### config.mk
export PLATFORM = sky130hd
export DESIGN_NAME = cot_gate_seq
export DESIGN_NICKNAME = d
export VERILOG_FILES = /design/src/rtl/cot_seq_pkg.sv /design/src/rtl/cot_oneshot.sv /design/src/rtl/cot_cycle_gate.sv /design/src/rtl/cot_phase_fsm.sv /design/src/rtl/cot_gate_seq.sv
export SDC_FILE = /design/constraint.sdc
export NUM_CORES = 1
export LEC_CHECK = 0
export ABC_AREA = 1
export ABC_CLOCK_PERIOD_IN_PS = 2180
export BUFFER_PORTS_ARGS = -buffer_cell sky130_fd_sc_hd__buf_2
export CAP_MARGIN = 10
export CORE_UTILIZATION = 55
export CTS_CLUSTER_DIAMETER = 150
export DETAILED_ROUTE_END_ITERATION = 10
export GPL_TIMING_DRIVEN = 0
export HOLD_SLACK_MARGIN = 0.05
export PLACE_DENSITY = 0.76
export SLEW_MARGIN = 20
export SYNTH_ARGS = -nofsm -noshare
export SYNTH_HDL_FRONTEND = slang
export SYNTH_SLANG_ARGS = --single-unit
### constraint.sdc
create_clock -name clk -period 2.18 [get_ports clk]
set_input_delay 0.109 -clock clk [delete_from_list [all_inputs] [get_ports clk]]
set_output_delay 0.109 -clock clk [all_outputs]
set_load 0.03 [all_outputs]
### src/rtl/cot_seq_pkg.sv
`timescale 1ns/1ps
package cot_seq_pkg;

    // Phases of the switching sequence; gates are a pure decode of these.
    typedef enum logic [2:0] {
        PH_IDLE   = 3'd0,  // both switches open
        PH_GAP_HI = 3'd1,  // dead time ahead of high side
        PH_HIGH   = 3'd2,  // on-time one-shot running
        PH_GAP_LO = 3'd3,  // dead time ahead of low side
        PH_LOW    = 3'd4,  // synchronous rectifier conducting
        PH_CLAMP  = 3'd5   // overvoltage clamp, low side held
    } phase_t;

    typedef struct packed {
        logic hs;
        logic ls;
    } gate_pair_t;

    function automatic gate_pair_t decode_gates(phase_t ph);
        gate_pair_t g;
        g.hs = (ph == PH_HIGH);
        g.ls = (ph == PH_LOW) || (ph == PH_CLAMP);
        return g;
    endfunction

    // Bits needed to hold a down-count that starts at n-1.
    function automatic int cnt_width(int n);
        return (n > 1) ? $clog2(n) : 1;
    endfunction

endpackage

### src/rtl/cot_oneshot.sv
`timescale 1ns/1ps
module cot_oneshot #(
    parameter int W = 4
) (
    input  logic         clk,
    input  logic         rst,
    input  logic         clr,
    input  logic         load,
    input  logic [W-1:0] load_val,
    input  logic         run,
    output logic         expired
);
    logic [W-1:0] cnt;

    always_ff @(posedge clk) begin
        if (rst || clr) begin
            cnt <= '0;
        end else if (load) begin
            cnt <= load_val;
        end else if (run && (cnt != '0)) begin
            cnt <= cnt - 1'b1;
        end
    end

    assign expired = (cnt == '0);
endmodule

### src/rtl/cot_cycle_gate.sv
`timescale 1ns/1ps
module cot_cycle_gate #(
    parameter int TON_W = 8
) (
    input  logic             fb_low,
    input  logic             ilim_over,
    input  logic             offtime_done,
    input  logic [TON_W-1:0] ton_in,
    output logic             start_ok,
    output logic [TON_W-1:0] on_load_val
);
    // A new on-pulse needs demand, an expired off-time and a valley current under limit.
    assign start_ok = fb_low && offtime_done && !ilim_over;

    // The one-shot runs load_val+1 cycles; a zero request still yields one cycle.
    assign on_load_val = (ton_in == '0) ? '0 : (ton_in - 1'b1);
endmodule

### src/rtl/cot_phase_fsm.sv
`timescale 1ns/1ps
module cot_phase_fsm
    import cot_seq_pkg::*;
(
    input  logic   clk,
    input  logic   rst,
    input  logic   enable,
    input  logic   ovp_active,
    input  logic   uvp_fault,
    input  logic   dem_en,
    input  logic   zero_cross,
    input  logic   start_ok,
    input  logic   dt_done,
    input  logic   on_done,
    output phase_t phase,
    output logic   load_dt,
    output logic   load_on,
    output logic   load_off
);
    phase_t nxt;

    always_comb begin
        nxt = phase;
        if (!enable) begin
            nxt = PH_IDLE;
        end else if (ovp_active) begin
            case (phase)
                PH_IDLE, PH_GAP_HI, PH_HIGH: nxt = PH_GAP_LO;
                PH_GAP_LO:                   nxt = dt_done ? PH_CLAMP : PH_GAP_LO;
                PH_LOW, PH_CLAMP:            nxt = PH_CLAMP;
                default:                     nxt = PH_IDLE;
            endcase
        end else if (uvp_fault) begin
            nxt = PH_IDLE;
        end else begin
            case (phase)
                PH_IDLE:   if (start_ok) nxt = PH_GAP_HI;
                PH_GAP_HI: if (dt_done)  nxt = PH_HIGH;
                PH_HIGH:   if (on_done)  nxt = PH_GAP_LO;
                PH_GAP_LO: if (dt_done)  nxt = PH_LOW;
                PH_LOW: begin
                    if (start_ok)                  nxt = PH_GAP_HI;
                    else if (dem_en && zero_cross) nxt = PH_IDLE;
                end
                PH_CLAMP:  nxt = PH_LOW;
                default:   nxt = PH_IDLE;
            endcase
        end
    end

    always_comb begin
        load_dt  = ((nxt == PH_GAP_HI) || (nxt == PH_GAP_LO)) && (nxt != phase);
        load_on  = (nxt == PH_GAP_HI) && (phase != PH_GAP_HI);
        load_off = (phase == PH_HIGH) && (nxt != PH_HIGH);
    end

    always_ff @(posedge clk) begin
        if (rst) phase <= PH_IDLE;
        else     phase <= nxt;
    end
endmodule

### src/rtl/cot_gate_seq.sv
`timescale 1ns/1ps
module cot_gate_seq
    import cot_seq_pkg::*;
#(
    parameter int TON_W      = 8,
    parameter int DEAD_CYC   = 4,
    parameter int MINOFF_CYC = 40
) (
    input  logic             clk,
    input  logic             rst,
    input  logic             enable,
    input  logic             fb_low,
    input  logic             ilim_over,
    input  logic             zero_cross,
    input  logic             ovp_active,
    input  logic             uvp_fault,
    input  logic             dem_en,
    input  logic [TON_W-1:0] ton_count,
    output logic             hs_gate,
    output logic             ls_gate
);
    localparam int DT_W  = cnt_width(DEAD_CYC);
    localparam int OFF_W = cnt_width(MINOFF_CYC);

    phase_t           phase;
    gate_pair_t       gates;
    logic             start_ok, dt_done, on_done, off_done;
    logic             load_dt, load_on, load_off;
    logic [TON_W-1:0] on_load_val;
    logic             timers_clr;

    assign timers_clr = !enable;

    cot_cycle_gate #(.TON_W(TON_W)) u_gate (
        .fb_low       (fb_low),
        .ilim_over    (ilim_over),
        .offtime_done (off_done),
        .ton_in       (ton_count),
        .start_ok     (start_ok),
        .on_load_val  (on_load_val)
    );

    cot_phase_fsm u_fsm (
        .clk        (clk),
        .rst        (rst),
        .enable     (enable),
        .ovp_active (ovp_active),
        .uvp_fault  (uvp_fault),
        .dem_en     (dem_en),
        .zero_cross (zero_cross),
        .start_ok   (start_ok),
        .dt_done    (dt_done),
        .on_done    (on_done),
        .phase      (phase),
        .load_dt    (load_dt),
        .load_on    (load_on),
        .load_off   (load_off)
    );

    // Dead-time timer, shared by both hand-over directions.
    cot_oneshot #(.W(DT_W)) u_dead (
        .clk      (clk),
        .rst      (rst),
        .clr      (timers_clr),
        .load     (load_dt),
        .load_val (DT_W'(DEAD_CYC - 1)),
        .run      (1'b1),
        .expired  (dt_done)
    );

    // On-time one-shot: armed at cycle start, counts only while the high side conducts.
    cot_oneshot #(.W(TON_W)) u_on (
        .clk      (clk),
        .rst      (rst),
        .clr      (timers_clr),
        .load     (load_on),
        .load_val (on_load_val),
        .run      (phase == PH_HIGH),
        .expired  (on_done)
    );

    // Minimum off-time one-shot: armed whenever the high side turns off.
    cot_oneshot #(.W(OFF_W)) u_off (
        .clk      (clk),
        .rst      (rst),
        .clr      (timers_clr),
        .load     (load_off),
        .load_val (OFF_W'(MINOFF_CYC - 1)),
        .run      (1'b1),
        .expired  (off_done)
    );

    assign gates   = decode_gates(phase);
    assign hs_gate = gates.hs;
    assign ls_gate = gates.ls;
endmodule

# ---- Word-level counts from Yosys, hierarchy flattened
# Index checks and enable logic that the tools add are counted.
dict set report op_classes {
  eq_ne 10
  n_lt_le_gt_ge 0
  n_mul 0
  n_reduce_logical 26
  n_mux 19
  bitwise_logic 0
  n_addsub 4
  div 0
  shifts 0
}
# cell n
set op_table {}
lappend op_table {{$mux W3} 10}
lappend op_table {{$mux W8} 3}
lappend op_table {{$pmux W3 S6} 1}
lappend op_table {{$logic_not A8 Y1} 2}
lappend op_table {{$sub A8 B1 Y8 const B} 2}
lappend op_table {{$mux W6} 2}
lappend op_table {{$eq A3 B2 Y1 const B} 3}
lappend op_table {{$pmux W3 S3} 1}
lappend op_table {{$reduce_bool A2 Y1} 4}
lappend op_table {{$reduce_bool A8 Y1} 1}
lappend op_table {{$logic_and A1 B1 Y1} 7}
lappend op_table {{$eq A3 B1 Y1 const B} 2}
lappend op_table {{$eq A3 B3 Y1 const B} 2}
lappend op_table {{$logic_not A6 Y1} 1}
lappend op_table {{$reduce_bool A6 Y1} 1}
lappend op_table {{$sub A6 B1 Y6 const B} 1}
lappend op_table {{$mux W2} 2}
lappend op_table {{$reduce_or A2 Y1} 2}
lappend op_table {{$logic_not A3 Y1} 1}
lappend op_table {{$logic_or A1 B1 Y1} 3}
lappend op_table {{$ne A3 B1 Y1 const B} 1}
lappend op_table {{$ne A3 B2 Y1 const B} 1}
lappend op_table {{$ne A3 B3 Y1} 1}
lappend op_table {{$reduce_or A3 Y1} 1}
lappend op_table {{other kinds (3)} 4}
dict set report word_totals {
  reg_bits 19
  latchBits 0
  rom_bits 0
  in_bits 17
  ramBits 0
  mem_count 0
  output_inout_bits 2
  elab_cells 64
}

# ---- Logic depth before layout (Yosys ltp)
# Gate-level depths: netlist of run 1.
dict set report logic_depth {
  ltp_word 12
  ltp_mapped 14
  ltp_nobuf 14
}

# ---- Cells and area by module
# From an unflattened synthesis of run 1, not the netlist that was laid out.
dict set report unflattened {
  cells_unflattened 310
  hier_area_um2 1814.2
}
# mod cells_each seq_area_each_um2 n_inst area_per_inst_um2
set by_module_without_submodules {}
lappend by_module_without_submodules {{cot_oneshot at u_on} 101 160.2 1 595.6}
lappend by_module_without_submodules {{cot_oneshot at u_off} 69 120.1 1 488.0}
lappend by_module_without_submodules {cot_phase_fsm 56 60.1 1 304.0}
lappend by_module_without_submodules {cot_cycle_gate 52 0.0 1 257.7}
lappend by_module_without_submodules {{cot_oneshot at u_dead} 25 40.0 1 140.1}
lappend by_module_without_submodules {cot_gate_seq 7 0.0 1 28.8}

# ---- Worst setup path before layout of run 1
# No wires, ideal clock.
dict set report synth_timing {
  path_type {register to register}
  startpoint {register u_fsm.phase[1]}
  endpoint {register u_on.cnt[5]}
  required_time_ns 2.061
  setup_time_ns 0.119
  stages_incl_launch_ff 11
  synth_period_minus_slack_ns 1.855
  path_buffers 1
  t_arrival_ns 1.735
  setup_slack_ns 0.325
  path_cell_list {dfxtp_1 -> inv_2 -> nor3_2 -> nand3_1 -> nand3_1 -> nand2_1 -> nand2_2 -> nand4_4 -> buf_6 -> o21ai_1 -> a21oi_1}
}
dict set report synth_via {
  word_cells_on_any_way 25
  classes_between {7 x eq/ne; 12 x mux; 6 x reduce/logical}
}
# item line_no
set synth_rtl {}
lappend synth_rtl {{start, declared} cot_phase_fsm.sv:15} ;# output phase_t phase,
lappend synth_rtl {{start signal, assigned} cot_phase_fsm.sv:59} ;# else phase <= nxt;
lappend synth_rtl {{$eq A3 B2 Y1 (*)} --}
lappend synth_rtl {{via hs_gate} cot_gate_seq.sv:19} ;# output logic hs_gate,
lappend synth_rtl {{$pmux W3 S6 or $reduce_or A3 Y1 (tied branches)} {cot_phase_fsm.sv:36, cot_phase_fsm.sv:27}}
lappend synth_rtl {{$mux W3 or $pmux W3 S3 (tied branches)} {cot_phase_fsm.sv:33, cot_phase_fsm.sv:27}}
lappend synth_rtl {{$mux W3} cot_phase_fsm.sv:26} ;# end else if (ovp_active) begin
lappend synth_rtl {{$mux W3} cot_phase_fsm.sv:24} ;# if (!enable) begin
lappend synth_rtl {{$eq A3 B1 Y1} cot_phase_fsm.sv:53} ;# load_on = (nxt == PH_GAP_HI) && (phase != PH_GAP_HI);
lappend synth_rtl {{$logic_and A1 B1 Y1} cot_phase_fsm.sv:53}
lappend synth_rtl {{$mux W8 or $reduce_bool A2 Y1 (tied branches)} --}
lappend synth_rtl {{end signal, assigned} cot_oneshot.sv:19} ;# cnt <= load_val;
lappend synth_rtl {{end signal, assigned} cot_oneshot.sv:21} ;# cnt <= cnt - 1'b1;
lappend synth_rtl {{end, declared} cot_oneshot.sv:13} ;# logic [W-1:0] cnt;
# Mark *: on every way through the listed nets, which the timed path passes. The rest lies on a longest branch.
# A chain may end at the register's enable or synchronous reset.

# ---- Worst setup path in the final report of run 1
dict set report layout_timing {
  startpoint {register u_on.cnt[0]}
  endpoint {register u_on.cnt[0]}
}
dict set report layout_via {
  elab_chain_cells 9
  word_cells_on_any_way 14
  classes_between {1 x add/sub; 1 x eq/ne; 7 x mux; 5 x reduce/logical}
}
# item line_no
set layout_rtl {}
lappend layout_rtl {{$logic_not A8 Y1} cot_oneshot.sv:25} ;# assign expired = (cnt == '0);
lappend layout_rtl {{$mux W3} cot_phase_fsm.sv:39} ;# PH_HIGH: if (on_done) nxt = PH_GAP_LO;
lappend layout_rtl {{$pmux W3 S6} cot_phase_fsm.sv:36} ;# case (phase)
lappend layout_rtl {{$mux W3} cot_phase_fsm.sv:33} ;# end else if (uvp_fault) begin
lappend layout_rtl {{$mux W3} cot_phase_fsm.sv:26}
lappend layout_rtl {{$mux W3} cot_phase_fsm.sv:24}
lappend layout_rtl {{$eq A3 B1 Y1} cot_phase_fsm.sv:53}
lappend layout_rtl {{$logic_and A1 B1 Y1} cot_phase_fsm.sv:53}
lappend layout_rtl {{$mux W8 or $reduce_bool A2 Y1 (tied branches)} --}
# Several ways; a longest one is shown, not always the timed one. The select of a mux whose other input is x is not followed.

==> results of run 1 <==
[cell type report]
| cell class | count | area [sq um] |
|---|---|---|
| inverter | 41 | 154 |
| fill | 265 | 876 |
| clock inverter | 1 | 5.00 |
| tap | 30 | 37.5 |
| buffer | 2 | 15.0 |
| clock buffer | 3 | 22.5 |
| sequential | 19 | 380 |
| multi-input combinational | 176 | 910 |
| timing repair buffer | 19 | 100 |
[power by group]
part / leakage, nW / internal [mW] / total, mW / switching, mW
clock: 0.0177 / 0.0684 / 0.181 / 0.113
combinational: 0.677 / 0.184 / 0.498 / 0.314
sequential: 0.155 / 0.393 / 0.427 / 0.0340
[timing repair]
item / CTS / global route
buffers inserted: 0 / 0
hold buffers: 1 / 0
hold endpoints to repair: 3 / 0
endpoints found under the setup margin: 0 / 0
[routing by layer]
layer | vias to the layer above | track usage, % | routed length (um)
li1 | 815 | - | -
met1 | 634 | 31.3 | 1520
met2 | 31 | 36.5 | 1240
met3 | 4 | 1.72 | 132
met4 | 0 | 8.33 | 40
met5 | - | 0 | 0
[registers in the layout, indices dropped and copies added, names as in the netlist]
name	flops
u_on.cnt	8
u_dead.cnt	2
u_off.cnt	6
u_fsm.phase	3
[cells in the mapped netlist]
cell	instances
o211ai_1	1
o21ai_1	7
clkbuf_1	1
or3_1	1
nor2_8	1
xor2_1	5
nand3_1	19
or2_2	2
a21oi_1	14
xnor2_1	3
nand4_1	7
inv_1	38
nor3_1	5
ha_1	5
nor3_2	1
nand4_4	1
or2_1	1
buf_6	1
dfxtp_1	19
inv_2	3
o31ai_1	1
nand2_2	4
o21ai_0	10
o21a_1	1
nor2_2	2
nor4_1	1
nand2_1	54
nor2_1	30
[tightest hold or removal path, cell delays in order]
cell and delay [ns]:
buf_2 0.10, inv_1 0.07, nor2_1 0.06, nand2_2 0.09, nor2_1 0.04
[metrics by stage]
stage	setup slack [ns]	power (mW)	util (%)	cell area [sq um]
floorplan	0.325	0.823	-	1460
global placement	0.239	0.918	63.5	1590
detailed placement	0.259	0.924	63.5	1590
CTS	0.236	1.11	65.0	1620
global route	0.00569	1.21	65.0	1620
finish	0.236	1.11	65.0	1620
[path summary, 6_finish.rpt]
path / start / endpoint
worst max-delay path: u_on.cnt[0] / u_on.cnt[0]
worst min-delay path: enable / u_fsm.phase[1]
worst max register to register: u_on.cnt[0] / u_on.cnt[0]
worst min register to register: u_off.cnt[4] / u_off.cnt[4]
[logic make-up (layout without fill, tap and decap cells)]
group / count (synthesis) / count (layout)
AO/OA/AOI/OAI: 34 / 34
XOR/XNOR: 8 / 8
adder cells (fa/ha/maj): 5 / 5
buffers and inverters: 43 / 66
flip-flops: 19 / 19
AND/OR/NAND/NOR: 129 / 129
==> flow_metrics.py, run 1 <==
metrics = {
    "pwr": {
        "static_leakage_power_nw": 0.850,
        "power_per_cell_area_nw_per_um2": 681,
        "max-vdd-ir-drop_v": 0.000789,
    },
    "drt": {
        "wl_per_cell_um": 10.1,
        "dr.pass1.iters": 6,
        "route.detailed.vias_per_inst": 5.10,
        "dr_drc_count": 0,
        "route.vias.total": 1484,
        "postRouteWirelength_mm": 2.94,
        "drtAntennaViolNets": 0,
        "drt_iter0_markers": 34,
    },
    "sta": {
        "achievable-frequency_ghz": 0.514,
        "hold_viol_final": 0,
        "tightestPinTransition_ns": 0.552,
        "setup_viol_count_final": 0,
        "timing.hold.ws_ns": 0.201,
        "timing.max_slew.rel_slack_pct": 62.9,
        "grt_setup_unrepaired": "false",
        "timing.final.crit_period_ns": 1.94,
        "clock_skew_ns": 0.00276,
        "setup_tns_ns": 0,
        "layout_worst_path_cycle_share_pct": 89.2,
        "finalMaxSlewViolations": 0,
    },
    "critical_path": {
        "worst_path_max_delay_cell": "dfxtp_1",
        "crit_path_max_incr_delay_ns": 0.34,
        "critical_path.endpoint_type": "flip-flop",
        "worstSetupPathDepth": 13,
        "critical_path_buf_inv_count": 1,
        "rrSetupSlack_ns": 0.24,
        "cp_data_arrival_time_ns": 2.15,
        "critical_path_peak_fanout": 4,
        "timing.critical_path.max_delay_family": "simple AND/OR/NAND/NOR gates",
        "cp.required_ns": 2.39,
        "crit_path_cell_trace": "inv_1, ha_1, nand2_1, nor2_1, nand3_1, nand3_1, nand2_1, nand2_2, nand2_1, a21oi_1, nand3_1, nand3_1, nor2_1",
        "setup.worst_path.class": "reg2reg",
        "critical_path.startpoint_type": "flip-flop",
        "r2r_worst_path_depth": 13,
        "crit_top_cell": "nand3_1",
    },
    "logic_synthesis": {
        "post_synthesis_mean_instance_area_sq_um": 6.13,
        "library_cells_used_by_synthesis": 28,
        "post_synth_xor_area_fraction_pct": 4.80,
        "ys_seq_area_share_pct": 26.1,
        "synthMuxAreaShare_pct": 0,
        "yosys-top-cells-area": "dfxtp_1 26%, nand2_1 14%, inv_1 9.8%, nor2_1 7.7%, nand3_1 6.5%",
        "synth-seq-cells": 19,
        "simple_gate_fraction_of_synth_area_pct": 41.1,
        "post_synth_fa_ha_maj_area_fraction_pct": 4.29,
        "yosys.area.top_type_share_pct": 26.1,
        "syn_warnings": 0,
        "synth_nets": 260,
        "synth_compound_gate_area_share_pct": 12.2,
        "syn_inst": 238,
        "synth_area_sq_um": 1460,
        "synth_top_family_by_area": "simple AND/OR/NAND/NOR gates",
        "synth_largest_area_cell": "dfxtp_1",
    },
    "status": {
        "run_status": "finished, final reports clean",
    },
    "grt": {
        "grt_pass1_vias": 1185,
        "grt_pass1_wl_mm": 4.77,
        "grt.total_usage_pct": 22.7,
        "grt_start_max_net_pins": 12,
        "grt_antenna_before_repair": 0,
        "global_route.overflow_total": 0,
    },
    "placement": {
        "placed_cells_incl_taps": 286,
        "gp_congestion": 0.796,
        "dp_hpwl_mm": 2.41,
        "buffer_ports.inserted": 18,
    },
    "clocking": {
        "clock_insertion_delay_worst_skew_ns": 0.30,
        "cts_root_buffer": "clkbuf_4",
        "clock_sinks": 19,
        "clk_pin_slew_ns": 0.11,
        "cts_tree": "done",
        "clk_path_buf_depth": 2,
        "htree_levels": 1,
        "cts_resized": 0,
        "cts_inserted_buffers": 3,
    },
    "layout": {
        "post_route_insts_no_fill": 291,
        "commonest_non_fill_non_tap_cells_in_the_layout": "54 x nand2_1, 38 x inv_1, 30 x nor2_1",
        "most_frequent_standard_cell_in_the_layout_excluding_fill_and_tap_cells": "nand2_1",
        "layout-drive-gt1-share_pct": 14.2,
        "area_growth_syn_to_layout_pct": 11.3,
        "n_antenna_cell": 0,
        "fin_nets": 284,
    },
    "floorplanning": {
        "rows": 18,
        "fp.dieW_um": 53.5,
        "core_area_sq_um": 2500,
        "initial_utilization_pct": 58.4,
        "die_height_um": 53.5,
        "pin_count": 19,
        "fp.dieArea_sq_um": 2860,
    },
    "hold_path": {
        "timing.hold.worst.class": "in2reg",
        "hold_depth": 5,
    },
    "job": {
        "timing.max_cap.violations": 0,
    },
}
Power figures use the tool's default switching activity.
==> run 2: changes to the inputs <==
--- a/config.mk
+++ b/config.mk
@@ -15,6 +15,7 @@
 export GPL_TIMING_DRIVEN = 0
 export HOLD_SLACK_MARGIN = 0.05
 export PLACE_DENSITY = 0.76
+export SKIP_CTS_REPAIR_TIMING = 1
 export SLEW_MARGIN = 20
 export SYNTH_ARGS = -nofsm -noshare
 export SYNTH_HDL_FRONTEND = slang
==> constraint.sdc (replaced) <==
create_clock -name clk -period 2.18 [get_ports clk]
set_input_delay 0.218 -clock clk [delete_from_list [all_inputs] [get_ports clk]]
set_output_delay 0.218 -clock clk [all_outputs]
set_load 0.03 [all_outputs]
==> run 2 against run 1 <==
Compared with the run above:
- sequential power is essentially flat
- final cell count shrank 0.34%
- sequential share of layout area grew 0.15 points
- first-iteration DRC count is the same
- combinational power is essentially flat
- non-clock buffer count shrank 1
- clock power is essentially flat
- die area is the same
- wire length shrank 0.20%
- cell area shrank 0.62%
- largest power group unchanged
- highest routed layer unchanged
==> flow_metrics.py, run 2 (synthesis gave the netlist of run 1 again) <==
metrics = {
    "status": {
        "run_status": "finished, final reports clean",
    },
    "floorplanning": {
        "core_area_sq_um": 2500,
        "initial_utilization_pct": 58.4,
        "rows": 18,
        "fp.dieArea_sq_um": 2860,
        "die_height_um": 53.5,
        "pin_count": 19,
        "fp.dieW_um": 53.5,
    },
    "layout": {
        "max_flop_register": "u_on.cnt",
        "top_regs": "u_on.cnt: 8 flops, u_off.cnt: 6 flops, u_fsm.phase: 3 flops",
        "n_antenna_cell": 0,
        "finish.instance_area_sq_um": 1610,
        "fin_nets": 283,
        "layout-drive-gt1-share_pct": 14.2,
        "commonest_non_fill_non_tap_cells_in_the_layout": "54 x nand2_1, 38 x inv_1, 30 x nor2_1",
        "number_of_inserted_filler_cells_in_the_final_layout": 266,
        "area_growth_syn_to_layout_pct": 10.6,
        "most_frequent_standard_cell_in_the_layout_excluding_fill_and_tap_cells": "nand2_1",
        "flip_flop_count_of_the_largest_register_all_copies_and_words_added": 8,
    },
    "clocking": {
        "htree_levels": 1,
        "clk_path_buf_depth": 2,
        "clock_sinks": 19,
        "cts_tree": "done",
        "cts_root_buffer": "clkbuf_4",
        "cts_inserted_buffers": 3,
        "clk_pin_slew_ns": 0.11,
        "clock_insertion_delay_worst_skew_ns": 0.30,
    },
    "drt": {
        "postRouteWirelength_mm": 2.94,
        "wl_per_cell_um": 10.1,
        "route.vias.total": 1480,
        "drt_iter0_markers": 34,
        "route.detailed.vias_per_inst": 5.10,
        "dr_drc_count": 0,
        "dr.pass1.iters": 6,
        "drtAntennaViolNets": 0,
    },
    "placement": {
        "gp_congestion": 0.796,
        "place_ws_ns": 0.259,
        "dp_hpwl_mm": 2.41,
        "placed_area_sq_um": 1590,
        "buffer_ports.inserted": 18,
    },
    "grt": {
        "grt_pass1_wl_mm": 4.77,
        "grt_antenna_before_repair": 0,
        "global_route.overflow_total": 0,
        "grt.total_usage_pct": 22.7,
        "grt_pass1_vias": 1182,
        "grt_start_max_net_pins": 12,
    },
    "critical_path": {
        "critical_path_peak_fanout": 4,
        "critical_path.endpoint_type": "flip-flop",
        "cp_data_arrival_time_ns": 2.15,
        "critical_path.startpoint_type": "flip-flop",
        "setup.worst_path.class": "reg2reg",
        "cp.required_ns": 2.39,
    },
    "sta": {
        "hold_viol_final": 0,
        "finalMaxSlewViolations": 0,
        "timing.final.crit_period_ns": 1.94,
        "tightestPinTransition_ns": 0.552,
        "achievable-frequency_ghz": 0.514,
        "layout_worst_path_cycle_share_pct": 89.2,
        "setup_viol_count_final": 0,
        "setup_tns_ns": 0,
        "grt_setup_unrepaired": "false",
        "timing.max_slew.rel_slack_pct": 62.9,
        "timing.hold.ws_ns": 0.111,
        "layout_setup_ws_ns": 0.236,
        "clock_skew_ns": 0.00276,
    },
    "pwr": {
        "static_leakage_power_nw": 0.846,
        "max-vdd-ir-drop_v": 0.000789,
        "power_per_cell_area_nw_per_um2": 684,
    },
    "job": {
        "timing.max_cap.violations": 0,
    },
    "hold_path": {
        "timing.hold.worst.class": "in2reg",
    },
}
==> run 2: stage by stage <==
step                      cells  total power, mW  util [%]
after global routing        290             1.21      64.6
final                       290             1.10      64.6
after floorplan             238            0.823         -
after CTS                   290             1.11      64.6
after global placement      286            0.918      63.5
after detailed placement    286            0.924      63.5
==> run 2: critical path: stages (launching register included) <==
cell and delay, ns:
dfxtp_1 0.34, inv_1 0.10, ha_1 0.21, nand2_1 0.09, nor2_1 0.18, nand3_1 0.10
nand3_1 0.11, nand2_1 0.07, nand2_2 0.09, nand2_1 0.11, a21oi_1 0.20, nand3_1 0.14
nand3_1 0.09, nor2_1 0.05
==> run 2: power by group <==
group | internal [mW] | leakage (nW) | switching [mW]
Clock | 0.0684 | 0.0177 | 0.113
Sequential | 0.393 | 0.155 | 0.0340
Combinational | 0.183 | 0.673 | 0.314
==> run 2: area by class of cell <==
type	instances	area, sq um	area share, %
clock buffers	3	22.5	1.40
inverters	41	154	9.53
plain buffers	2	15.0	0.930
clock inverters	1	5.00	0.310
flip-flops and latches	19	380	23.6
repair buffers	18	90.1	5.58
well taps	30	37.5	2.33
multi-input cells	176	910	56.4
==> run 2: metal layers <==
| layer | global-route usage [%] | vias to the layer above | wire length [um] |
|---|---|---|---|
| met5 | 0 | - | 0 |
| met4 | 8.33 | 0 | 40 |
| met3 | 1.72 | 4 | 136 |
| met2 | 36.5 | 31 | 1240 |
| met1 | 31.3 | 632 | 1520 |
| li1 | - | 813 | - |
==> run 2: path summary, 6_finish.rpt <==
check                    to  slack, ns    startpoint  depth (start not counted)
max             u_on.cnt[0]       0.24   u_on.cnt[0]                         13
min reg2reg    u_off.cnt[4]       0.49  u_off.cnt[4]                          2
min          u_fsm.phase[2]       0.11           rst                          2
max reg2reg     u_on.cnt[0]       0.24   u_on.cnt[0]                         13
